==> src/rtl/lseq_pkg.sv <==
package lseq_pkg;
   localparam int IDX_W  = 4;
   localparam int CODE_W = IDX_W + 3;
   localparam int NSTEP  = 9;
   localparam int NSTATE = 15;

   typedef logic [CODE_W-1:0] code_t;

   // Hamming(7,4) codeword of a state index; any two differ in three bits or more
   function automatic code_t enc(input int unsigned idx);
      logic [IDX_W-1:0] d;
      d = idx[IDX_W-1:0];
      return {d, d[1] ^ d[2] ^ d[3], d[0] ^ d[2] ^ d[3], d[0] ^ d[1] ^ d[3]};
   endfunction

   function automatic int min_dist();
      int best;
      best = CODE_W;
      for (int i = 1; i <= NSTATE; i++) begin
         for (int j = i + 1; j <= NSTATE; j++) begin
            code_t x;
            int    n;
            x = enc(i) ^ enc(j);
            n = 0;
            for (int b = 0; b < CODE_W; b++) n += int'(x[b]);
            if (n < best) best = n;
         end
      end
      return best;
   endfunction

   localparam code_t S_BOOT     = enc(1);
   localparam code_t S_IDLE     = enc(2);
   localparam code_t S_CLKSW    = enc(3);
   localparam code_t S_CTR_INC  = enc(4);
   localparam code_t S_CTR_WR   = enc(5);
   localparam code_t S_LEGAL    = enc(6);
   localparam code_t S_HASH     = enc(7);
   localparam code_t S_ERASE    = enc(8);
   localparam code_t S_CMP_LO   = enc(9);
   localparam code_t S_CMP_HI   = enc(10);
   localparam code_t S_STATE_WR = enc(11);
   localparam code_t S_POST     = enc(12);
   localparam code_t S_SCRAP    = enc(13);
   localparam code_t S_ALARM    = enc(14);
   localparam code_t S_BAD      = enc(15);
endpackage

==> src/rtl/lseq_next.sv <==
module lseq_next
   import lseq_pkg::*;
#(
   parameter int ERASE_EN = 1
) (
   input  code_t            cur_i,
   input  logic             req_i,
   input  logic             scrap_i,
   input  logic             esc_i,
   input  logic [NSTEP-1:0] done_i,
   input  logic [NSTEP-1:0] err_i,
   input  logic             lo_ok_i,
   input  logic             hi_ok_i,
   output code_t            nxt_o,
   output logic             ok_set_o,
   output logic             fail_set_o,
   output logic             tok_set_o
);
   code_t after_hash;
   logic  unused_err;

   assign unused_err = err_i[0] ^ err_i[5];

   generate
      if (ERASE_EN != 0) begin : g_erase
         assign after_hash = S_ERASE;
      end else begin : g_no_erase
         assign after_hash = S_CMP_LO;
      end
   endgenerate

   always_comb begin
      logic legal;
      code_t n;
      logic  ok, fail, tok;
      n     = cur_i;
      ok    = 1'b0;
      fail  = 1'b0;
      tok   = 1'b0;
      legal = 1'b1;
      case (cur_i)
         S_BOOT: n = S_IDLE;
         S_IDLE: begin
            if (scrap_i)    n = S_SCRAP;
            else if (req_i) n = S_CLKSW;
         end
         S_CLKSW: if (done_i[0]) n = S_CTR_INC;
         S_CTR_INC: begin
            if (err_i[1])       begin n = S_POST; fail = 1'b1; end
            else if (done_i[1]) n = S_CTR_WR;
         end
         S_CTR_WR: begin
            if (err_i[2])       begin n = S_POST; fail = 1'b1; end
            else if (done_i[2]) n = S_LEGAL;
         end
         S_LEGAL: begin
            if (err_i[3])       begin n = S_POST; fail = 1'b1; end
            else if (done_i[3]) n = S_HASH;
         end
         S_HASH: begin
            if (err_i[4])       begin n = S_POST; fail = 1'b1; end
            else if (done_i[4]) n = after_hash;
         end
         S_ERASE: if (done_i[5]) n = S_CMP_LO;
         S_CMP_LO: begin
            if (err_i[6]) begin n = S_POST; fail = 1'b1; end
            else if (done_i[6]) begin
               if (lo_ok_i) n = S_CMP_HI;
               else begin n = S_POST; fail = 1'b1; tok = 1'b1; end
            end
         end
         S_CMP_HI: begin
            if (err_i[7]) begin n = S_POST; fail = 1'b1; end
            else if (done_i[7]) begin
               if (hi_ok_i) n = S_STATE_WR;
               else begin n = S_POST; fail = 1'b1; tok = 1'b1; end
            end
         end
         S_STATE_WR: begin
            if (err_i[8])       begin n = S_POST; fail = 1'b1; end
            else if (done_i[8]) begin n = S_POST; ok = 1'b1; end
         end
         S_POST, S_SCRAP, S_ALARM, S_BAD: n = cur_i;
         default: begin
            n     = S_BAD;
            legal = 1'b0;
         end
      endcase
      // escalation overrides every other outcome
      if (esc_i && legal && cur_i != S_BOOT && cur_i != S_SCRAP) begin
         n    = S_ALARM;
         ok   = 1'b0;
         fail = 1'b0;
         tok  = 1'b0;
      end
      nxt_o      = n;
      ok_set_o   = ok;
      fail_set_o = fail;
      tok_set_o  = tok;
   end
endmodule

==> src/rtl/lseq_state_reg.sv <==
module lseq_state_reg
   import lseq_pkg::*;
(
   input  logic  clk_i,
   input  logic  rst_ni,
   input  code_t nxt_i,
   output code_t state_o,
   output logic  fresh_o
);
   code_t state_q;
   logic  fresh_q;

   always_ff @(posedge clk_i or negedge rst_ni) begin
      if (!rst_ni) begin
         state_q <= S_BOOT;
         fresh_q <= 1'b0;
      end else begin
         state_q <= nxt_i;
         fresh_q <= (nxt_i != state_q);
      end
   end

   assign state_o = state_q;
   assign fresh_o = fresh_q;
endmodule

==> src/rtl/lseq_flags.sv <==
module lseq_flags (
   input  logic clk_i,
   input  logic rst_ni,
   input  logic ok_set_i,
   input  logic fail_set_i,
   input  logic tok_set_i,
   output logic ok_o,
   output logic fail_o,
   output logic tok_o
);
   always_ff @(posedge clk_i or negedge rst_ni) begin
      if (!rst_ni) begin
         ok_o   <= 1'b0;
         fail_o <= 1'b0;
         tok_o  <= 1'b0;
      end else begin
         ok_o   <= ok_o | ok_set_i;
         fail_o <= fail_o | fail_set_i;
         tok_o  <= tok_o | tok_set_i;
      end
   end
endmodule

==> src/rtl/lseq_fsm.sv <==
module lseq_fsm
   import lseq_pkg::*;
#(
   parameter int ERASE_EN = 1
) (
   input  logic             clk_i,
   input  logic             rst_ni,
   input  logic             xfer_req_i,
   input  logic             scrap_mode_i,
   input  logic             alarm_a_i,
   input  logic             alarm_b_i,
   input  logic [NSTEP-1:0] step_done_i,
   input  logic [NSTEP-1:0] step_err_i,
   input  logic             tok_lo_ok_i,
   input  logic             tok_hi_ok_i,
   output logic [NSTEP-1:0] step_start_o,
   output logic [CODE_W-1:0] state_o,
   output logic             trans_ok_o,
   output logic             trans_fail_o,
   output logic             tok_err_o
);
   localparam int DIST = min_dist();

   if (ERASE_EN != 0 && ERASE_EN != 1) begin : g_chk_erase
      $error("ERASE_EN must be 0 or 1");
   end
   if (DIST < 3) begin : g_chk_dist
      $error("state codes too close");
   end

   code_t nxt, cur;
   logic  fresh, ok_set, fail_set, tok_set;

   lseq_next #(.ERASE_EN(ERASE_EN)) u_next (
      .cur_i     (cur),
      .req_i     (xfer_req_i),
      .scrap_i   (scrap_mode_i),
      .esc_i     (alarm_a_i | alarm_b_i),
      .done_i    (step_done_i),
      .err_i     (step_err_i),
      .lo_ok_i   (tok_lo_ok_i),
      .hi_ok_i   (tok_hi_ok_i),
      .nxt_o     (nxt),
      .ok_set_o  (ok_set),
      .fail_set_o(fail_set),
      .tok_set_o (tok_set)
   );

   lseq_state_reg u_reg (
      .clk_i  (clk_i),
      .rst_ni (rst_ni),
      .nxt_i  (nxt),
      .state_o(cur),
      .fresh_o(fresh)
   );

   lseq_flags u_flags (
      .clk_i     (clk_i),
      .rst_ni    (rst_ni),
      .ok_set_i  (ok_set),
      .fail_set_i(fail_set),
      .tok_set_i (tok_set),
      .ok_o      (trans_ok_o),
      .fail_o    (trans_fail_o),
      .tok_o     (tok_err_o)
   );

   for (genvar k = 0; k < NSTEP; k++) begin : g_strobe
      assign step_start_o[k] = fresh && (cur == enc(k + 3));
   end

   assign state_o = cur;
endmodule

==> config.mk <==
export PLATFORM = sky130hd
export DESIGN_NAME = lseq_fsm
export DESIGN_NICKNAME = d
export VERILOG_FILES = /design/src/rtl/lseq_pkg.sv /design/src/rtl/lseq_next.sv /design/src/rtl/lseq_state_reg.sv /design/src/rtl/lseq_flags.sv /design/src/rtl/lseq_fsm.sv
export SDC_FILE = /design/constraint.sdc
export NUM_CORES = 1
export LEC_CHECK = 0
export BUFFER_PORTS_ARGS = -buffer_cell sky130_fd_sc_hd__buf_4
export CORE_AREA = 2 2 56 58
export CTS_CLUSTER_SIZE = 12
export DETAILED_ROUTE_END_ITERATION = 10
export DIE_AREA = 0 0 58 60
export PLACE_DENSITY = 0.87
export SYNTH_ARGS = -nofsm -noshare
export SYNTH_HDL_FRONTEND = slang
export SYNTH_SLANG_ARGS = --single-unit
==> constraint.sdc <==
create_clock -name clk_i -period 3.2 [get_ports clk_i]
set_input_delay 0.64 -clock clk_i [delete_from_list [all_inputs] [get_ports clk_i]]
set_output_delay 0.64 -clock clk_i [all_outputs]
set_load 0.02 [all_outputs]
# --- Yosys cells after proc, flatten, opt, wreduce, memory -nomap -nowiden ---
# Cells that the tools add are included.
word_totals:
  ff_bits: 11
op_classes:
  eq_ne: 18
  muxes: 44
  bitwise_logic: 4
  reduce_logical: 14
ops:
  columns: ["cell", "n"]
  rows:
  - ["two-way mux 7 bit", 19]
  - ["case mux 7 bit (12 select lines)", 1]
  - ["== test 7 bit (second input constant)", 8]
  - ["== test 7 x 6 -> 1 bit (second input constant)", 4]
  - ["two-way mux 1 bit", 20]
  - ["OR reduction 15 bit", 1]
  - ["== test 7 x 5 -> 1 bit (second input constant)", 2]
  - ["logical AND 1 bit", 12]
  - ["two-way mux 6 bit", 2]
  - ["== test 7 x 4 -> 1 bit (second input constant)", 1]
  - ["!= test 7 x 4 -> 1 bit (second input constant)", 1]
  - ["!= test 7 bit", 1]
  - ["!= test 7 bit (second input constant)", 1]
  - ["case mux 1 bit (7 select lines)", 1]
  - ["OR 1 bit", 4]
  - ["OR reduction 4 bit", 1]
  - ["case mux 1 bit (2 select lines)", 1]

# --- Longest topological paths before layout ---
logic_depth:
  depth_word: 8
  ltp_mapped: 11
  ltp_nobuf: 8

# --- Modules after synthesis ---
# From an unflattened synthesis, not the netlist that was laid out.
unflattened:
  hier_cells: 207
  area_unflattened_um2: 1582.8
by_module_without_submodules:
  columns: ["mod", "instances", "cells_per_inst", "area_each_um2", "seq_area_each_um2"]
  rows:
  - ["lseq_next", 1, 165, 1073.5, 0.0]
  - ["lseq_state_reg", 1, 17, 277.8, 203.9]
  - ["lseq_fsm", 1, 19, 137.6, 0.0]
  - ["lseq_flags", 1, 6, 93.8, 75.1]

# --- Worst setup path after synthesis ---
# No wires, ideal clock.
synth_path:
  path_kind: "reg2reg"
  startpoint: "register u_reg.state_q[0], in the netlist u_reg.state_o[0]"
  endpoint: "register u_reg.fresh_q, in the netlist u_reg.fresh_o"
  setup_ns: 0.139
  arrival_ns: 2.869
  setup_slack_ns: 0.193
  stages_incl_launch_ff: 10
  path_cell_list: "dfstp_2 -> buf_2 -> and4bb_1 -> a22o_1 -> nor4_2 -> or4b_1 -> buf_2 -> buf_6 -> a22o_1 -> or4_1"
synth_via:
  elab_chain_len: 8
  word_cells_on_any_way: 44
  cone_classes: "18 x eq/ne; 21 x mux; 5 x reduce/logical"
synth_lines:
  columns: ["item", "line_no", "source"]
  rows:
  - ["from (decl)", "lseq_state_reg.sv:10", "code_t state_q;"]
  - ["from (signal assigned)", "lseq_state_reg.sv:18", "state_q <= nxt_i;"]
  - ["== test 7 x 5 -> 1 bit (tied with other cells)", "lseq_next.sv:41", "case (cur_i)"]
  - ["OR reduction 15 bit (no line)", null, null]
  - ["two-way mux 1 bit", "lseq_next.sv:41", null]
  - ["logical AND 1 bit (3 in series)", "lseq_next.sv:90", "if (esc_i && legal && cur_i != S_BOOT && cur_i != S_SCRAP) begin"]
  - ["two-way mux 7 bit", "lseq_next.sv:90", null]
  - ["!= test 7 bit *", "lseq_state_reg.sv:19", "fresh_q <= (nxt_i != state_q);"]
  - ["to (signal assigned)", "lseq_state_reg.sv:19", null]
  - ["to (decl)", "lseq_state_reg.sv:11", "logic fresh_q;"]
# Every way passes the cells marked *; elsewhere a longest branch is shown, timed or not.

# --- Worst setup path after layout ---
layout_path:
  startpoint: "register u_reg.state_q[1], in the netlist u_reg.state_o[1]"
  endpoint: "register u_reg.fresh_q, in the netlist u_reg.fresh_o"
# The elaborated chain is that of the path after synthesis.

==> run summary <==
Critical path's most frequent cell: sky130_fd_sc_hd__or4_1. The fraction of power spent switching nets was 48.35%; the maximum vdd ir drop was 0.0004579 V. The tools report the top-level port count as 45. The number of antenna diodes in the final layout is 0.

For this run, design rule violations remaining after detail routing come to 0. The run gives 3 as the TritonCTS buffer count. Power spread over the standard cell area amounts to 590.4 mW/mm^2. The number of vias per cell was 6.730; the internal power was 0.0005899 W. Dividing the detail-routed wire length by the instance count gives 17.66 um.

By area the synthesized netlist is led by sky130_fd_sc_hd__dfrtp_1 (14%), sky130_fd_sc_hd__nor2_1 (7.7%), sky130_fd_sc_hd__dfstp_2 (5.4%). The tree is rooted in a sky130_fd_sc_hd__clkbuf_4. The run gives 30.49% as the overall fraction of global-route tracks in use. The area growth from synthesis to layout was 32.93%. The slowest stage of the critical path is the sky130_fd_sc_hd__dfstp_4 cell.

The logs give 0 for the count of final hold-check violations and 232 for the synthesized net count. The stage delay of the slowest cell on the critical path was 0.72 ns. The maximum operating frequency came out at 0.3282 GHz. For the switching power, the log shows 0.0005521 W. Per report_power, the combinational group accounts for 66.2% of the total. Summing every instance area after synthesis gives 0.001455 sq mm.

The number of hold buffers added after CTS is 0, and the final wirelength is 5.105 mm. After synthesis, the share of flip-flops with an asynchronous set or reset is 100.0%. The worst reg2reg path endpoint was u_reg.fresh_o. Data required time of the critical path: 3.33 ns. The number of clock sinks seen by CTS was 11; the number of different library cells in the post-synthesis netlist was 55.

The logs give 283 for the count of nets after finishing and 1.085 for the final weighted congestion in routability-driven placement. The tools report the initial core utilization as 50.13%. The flow ran to the end, and the final reports show no timing, DRC or antenna violations.

The final max-slew violation count is 0. In the synthesized netlist the dominant register cell turns out to be sky130_fd_sc_hd__dfrtp_1. The share of layout cells above drive strength 1 works out to 32.03%.

Counting flops with a built-in enable in the synthesized netlist gives 0. Setup violations remaining at the end of the flow were counted as 0. Counting the fill cells in the layout gives 262. The fraction of post-synthesis cell area in the top cell type by area came out at 13.76%. The number of routed nets with antenna violations is 0, and the sequential element share of the synthesized area is 19.17%. The worst hold path class was input pin to async pin.

The tools report the sequential cell fraction of total power as 25.8%. The number of buffer and inverter stages on the critical path was 0. Summing all multi-input logic gate instances after layout gives 0.001119 sq mm. The peak fanout along the critical path was 16; the via count of the routed design was 1945. For the final database, setup skew stands at 0.003453 ns.

Summing all flip-flop and latch instances after layout gives 282.8 sq um. After clock tree synthesis, the setup repair step added 0 buffers. Subtracting the final worst setup slack from the clock period gives 3.047 ns. The total overflow left after global routing is 0. The overall power was 0.001142 W; the static power due to leakage was 0.8739 nW. After floorplanning, the core was divided into 20 placement rows. In this run the register-to-register setup slack is 0.15 ns. The clock edge transition at the registers on the reported setup and hold paths came out at 0.07 ns. The final setup TNS is 0 ns, and the number of detailed-route iterations in the first pass is 5. For the pin with the worst max-slew slack, the measured transition is 0.6167 ns.

Of all cell types, the one taking the most synthesized area is sky130_fd_sc_hd__dfrtp_1. In this run the vertical extent of the chip is 60 um. The number of global-route vias before repair is 1781, and the count of buffers from port buffering is 42. For the worst flop-to-flop path, the logic depth is 8. After layout, the worst path uses 95.23% of the clock period.

After legalization and detailed placement, the total HPWL measured 3.999 mm. The worst pin sits at a relative slew slack of 58.51%. The largest net degree at the start of global routing is 17. The die area is 0.003480 sq mm. The nature of the critical path endpoint was a register. The run gives 0 as the initial antenna violation count.

At the later pin of the worst-skew pair, clock insertion delay measures 0.26 ns. For the worst setup path, the data arrival time is 3.18 ns. After synthesis the netlist holds a flip-flop and latch count of 11.

The core region is 0.002903 sq mm. Number of warnings reported in the yosys synthesis log: 0. The first global-routing pass estimated 8.128 mm of wire. Setup repair after global routing left no endpoint under its margin. The die is 58 um wide. The post-synthesis cell count is 206, and the clock group share of total power is 8.0%.

The run gives 1 as the number of H-tree branching levels. No sink is reached through more buffers than the 2 on the longest clock path. In this run the critical register-to-register path is launched from u_reg.state_o[1]. TritonCTS built the clock tree. The post-synthesis average cell area was 7.064 sq um. The critical path launch point type was a register.

The detailed router finished its first iteration with 170 violations. The start-to-end type of the worst setup path is register to register. Walking the worst path, the cells encountered are nand2_1 > or4_1 > and2_1 > nor2_1 > nor4b_2 > a21oi_1 > a211o_1 > or4_1. Across the run, the number of max-cap violations was 0. The cell family contributing the most delay on the critical path is simple AND/OR/NAND/NOR gates.
[placed cells by master, fill, tap and decap left out, drive strengths merged, types with 7 or more instances in the layout]
| cell type | instances |
|---|---|
| buf | 58 |
| nor2 | 30 |
| nand2 | 15 |
| nand3 | 9 |
| a21oi | 9 |
| nor3 | 9 |
| dfrtp | 8 |
| o21ai | 8 |
| inv | 7 |
| nor4 | 7 |
[synthesized netlist by cell type (7+ instances only)]
library cell and instances:
sky130_fd_sc_hd__nor3_1 9, sky130_fd_sc_hd__nor2_1 30, sky130_fd_sc_hd__dfrtp_1 8, sky130_fd_sc_hd__nand3_1 9, sky130_fd_sc_hd__o21ai_0 7, sky130_fd_sc_hd__nand2_1 15, sky130_fd_sc_hd__inv_1 7, sky130_fd_sc_hd__buf_2 9
sky130_fd_sc_hd__a21oi_1 9
[repair_timing]
item,4_1_cts,5_1_grt
endpoints found under the hold margin,0,0
setup endpoints to repair,0,1
resized for setup,0,8
[worst max-delay path by stage]
stage                               end  depth (start not counted)              from
after floorplan           u_reg.fresh_o                          9  u_reg.state_o[0]
after global placement    u_reg.fresh_o                          9  u_reg.state_o[3]
after detailed placement  u_reg.fresh_o                          9  u_reg.state_o[3]
after CTS                 u_reg.fresh_o                          9  u_reg.state_o[3]
after global routing      u_reg.fresh_o                          9  u_reg.state_o[1]
final                     u_reg.fresh_o                          8  u_reg.state_o[1]
[cell families after synthesis]
kind of cell           synth area share (%)
AND/OR/NAND/NOR                       48.32
AO/OA/AOI/OAI                         26.05
buffers and inverters                 6.449
flip-flops                            19.17
[area by class of cell]
class                      count  share of cell area, %
multi-input combinational    175                  57.83
timing repair buffer          58                  22.51
sequential                    11                  14.62
tap                           33                  2.135
inverter                       8                  1.552
clock buffer                   4                  1.358
[per-layer routing]
metal | track usage [%] | vias to the layer above | share of wire [%]
met4 | 9.302 | 0 | 1.9
met5 | 0 | - | 0
met3 | 7.792 | 14 | 12
met2 | 49.68 | 144 | 47
li1 | - | 889 | -
met1 | 39.76 | 898 | 39
[power by group through the flow]
stage | Sequential [W] | Combinational (W) | Clock, W
final | 0.000295 | 0.000756 | 0.0000916
after global routing | 0.000304 | 0.000833 | 0.000105
after CTS | 0.000285 | 0.000731 | 0.0000960
after detailed placement | 0.000287 | 0.000729 | 0
after global placement | 0.000282 | 0.000714 | 0
after floorplan | 0.000253 | 0.000524 | 0
[sequential cells by signal, summed over array words and instances, names as in the netlist]
| register | cells |
|---|---|
| u_flags.fail_o | 1 |
| u_reg.state_o | 7 |
| u_flags.ok_o | 1 |
| u_reg.fresh_o | 1 |
| u_flags.tok_o | 1 |
[metrics by stage]
stage	hold WS [ns]	std cells	utilization, %	worst slack [ns]	area (sq um)
floorplan	0.3444	206	-	0.1926	1455
CTS	0.1862	289	65.26	0.1375	1894
global route	0.1828	289	66.64	0.006514	1934
global placement	0.4434	285	64.35	0.1675	1868
detailed placement	0.4468	285	64.35	0.1605	1868
finish	0.1912	289	66.64	0.1526	1934
Power figures use the tool's default switching activity.
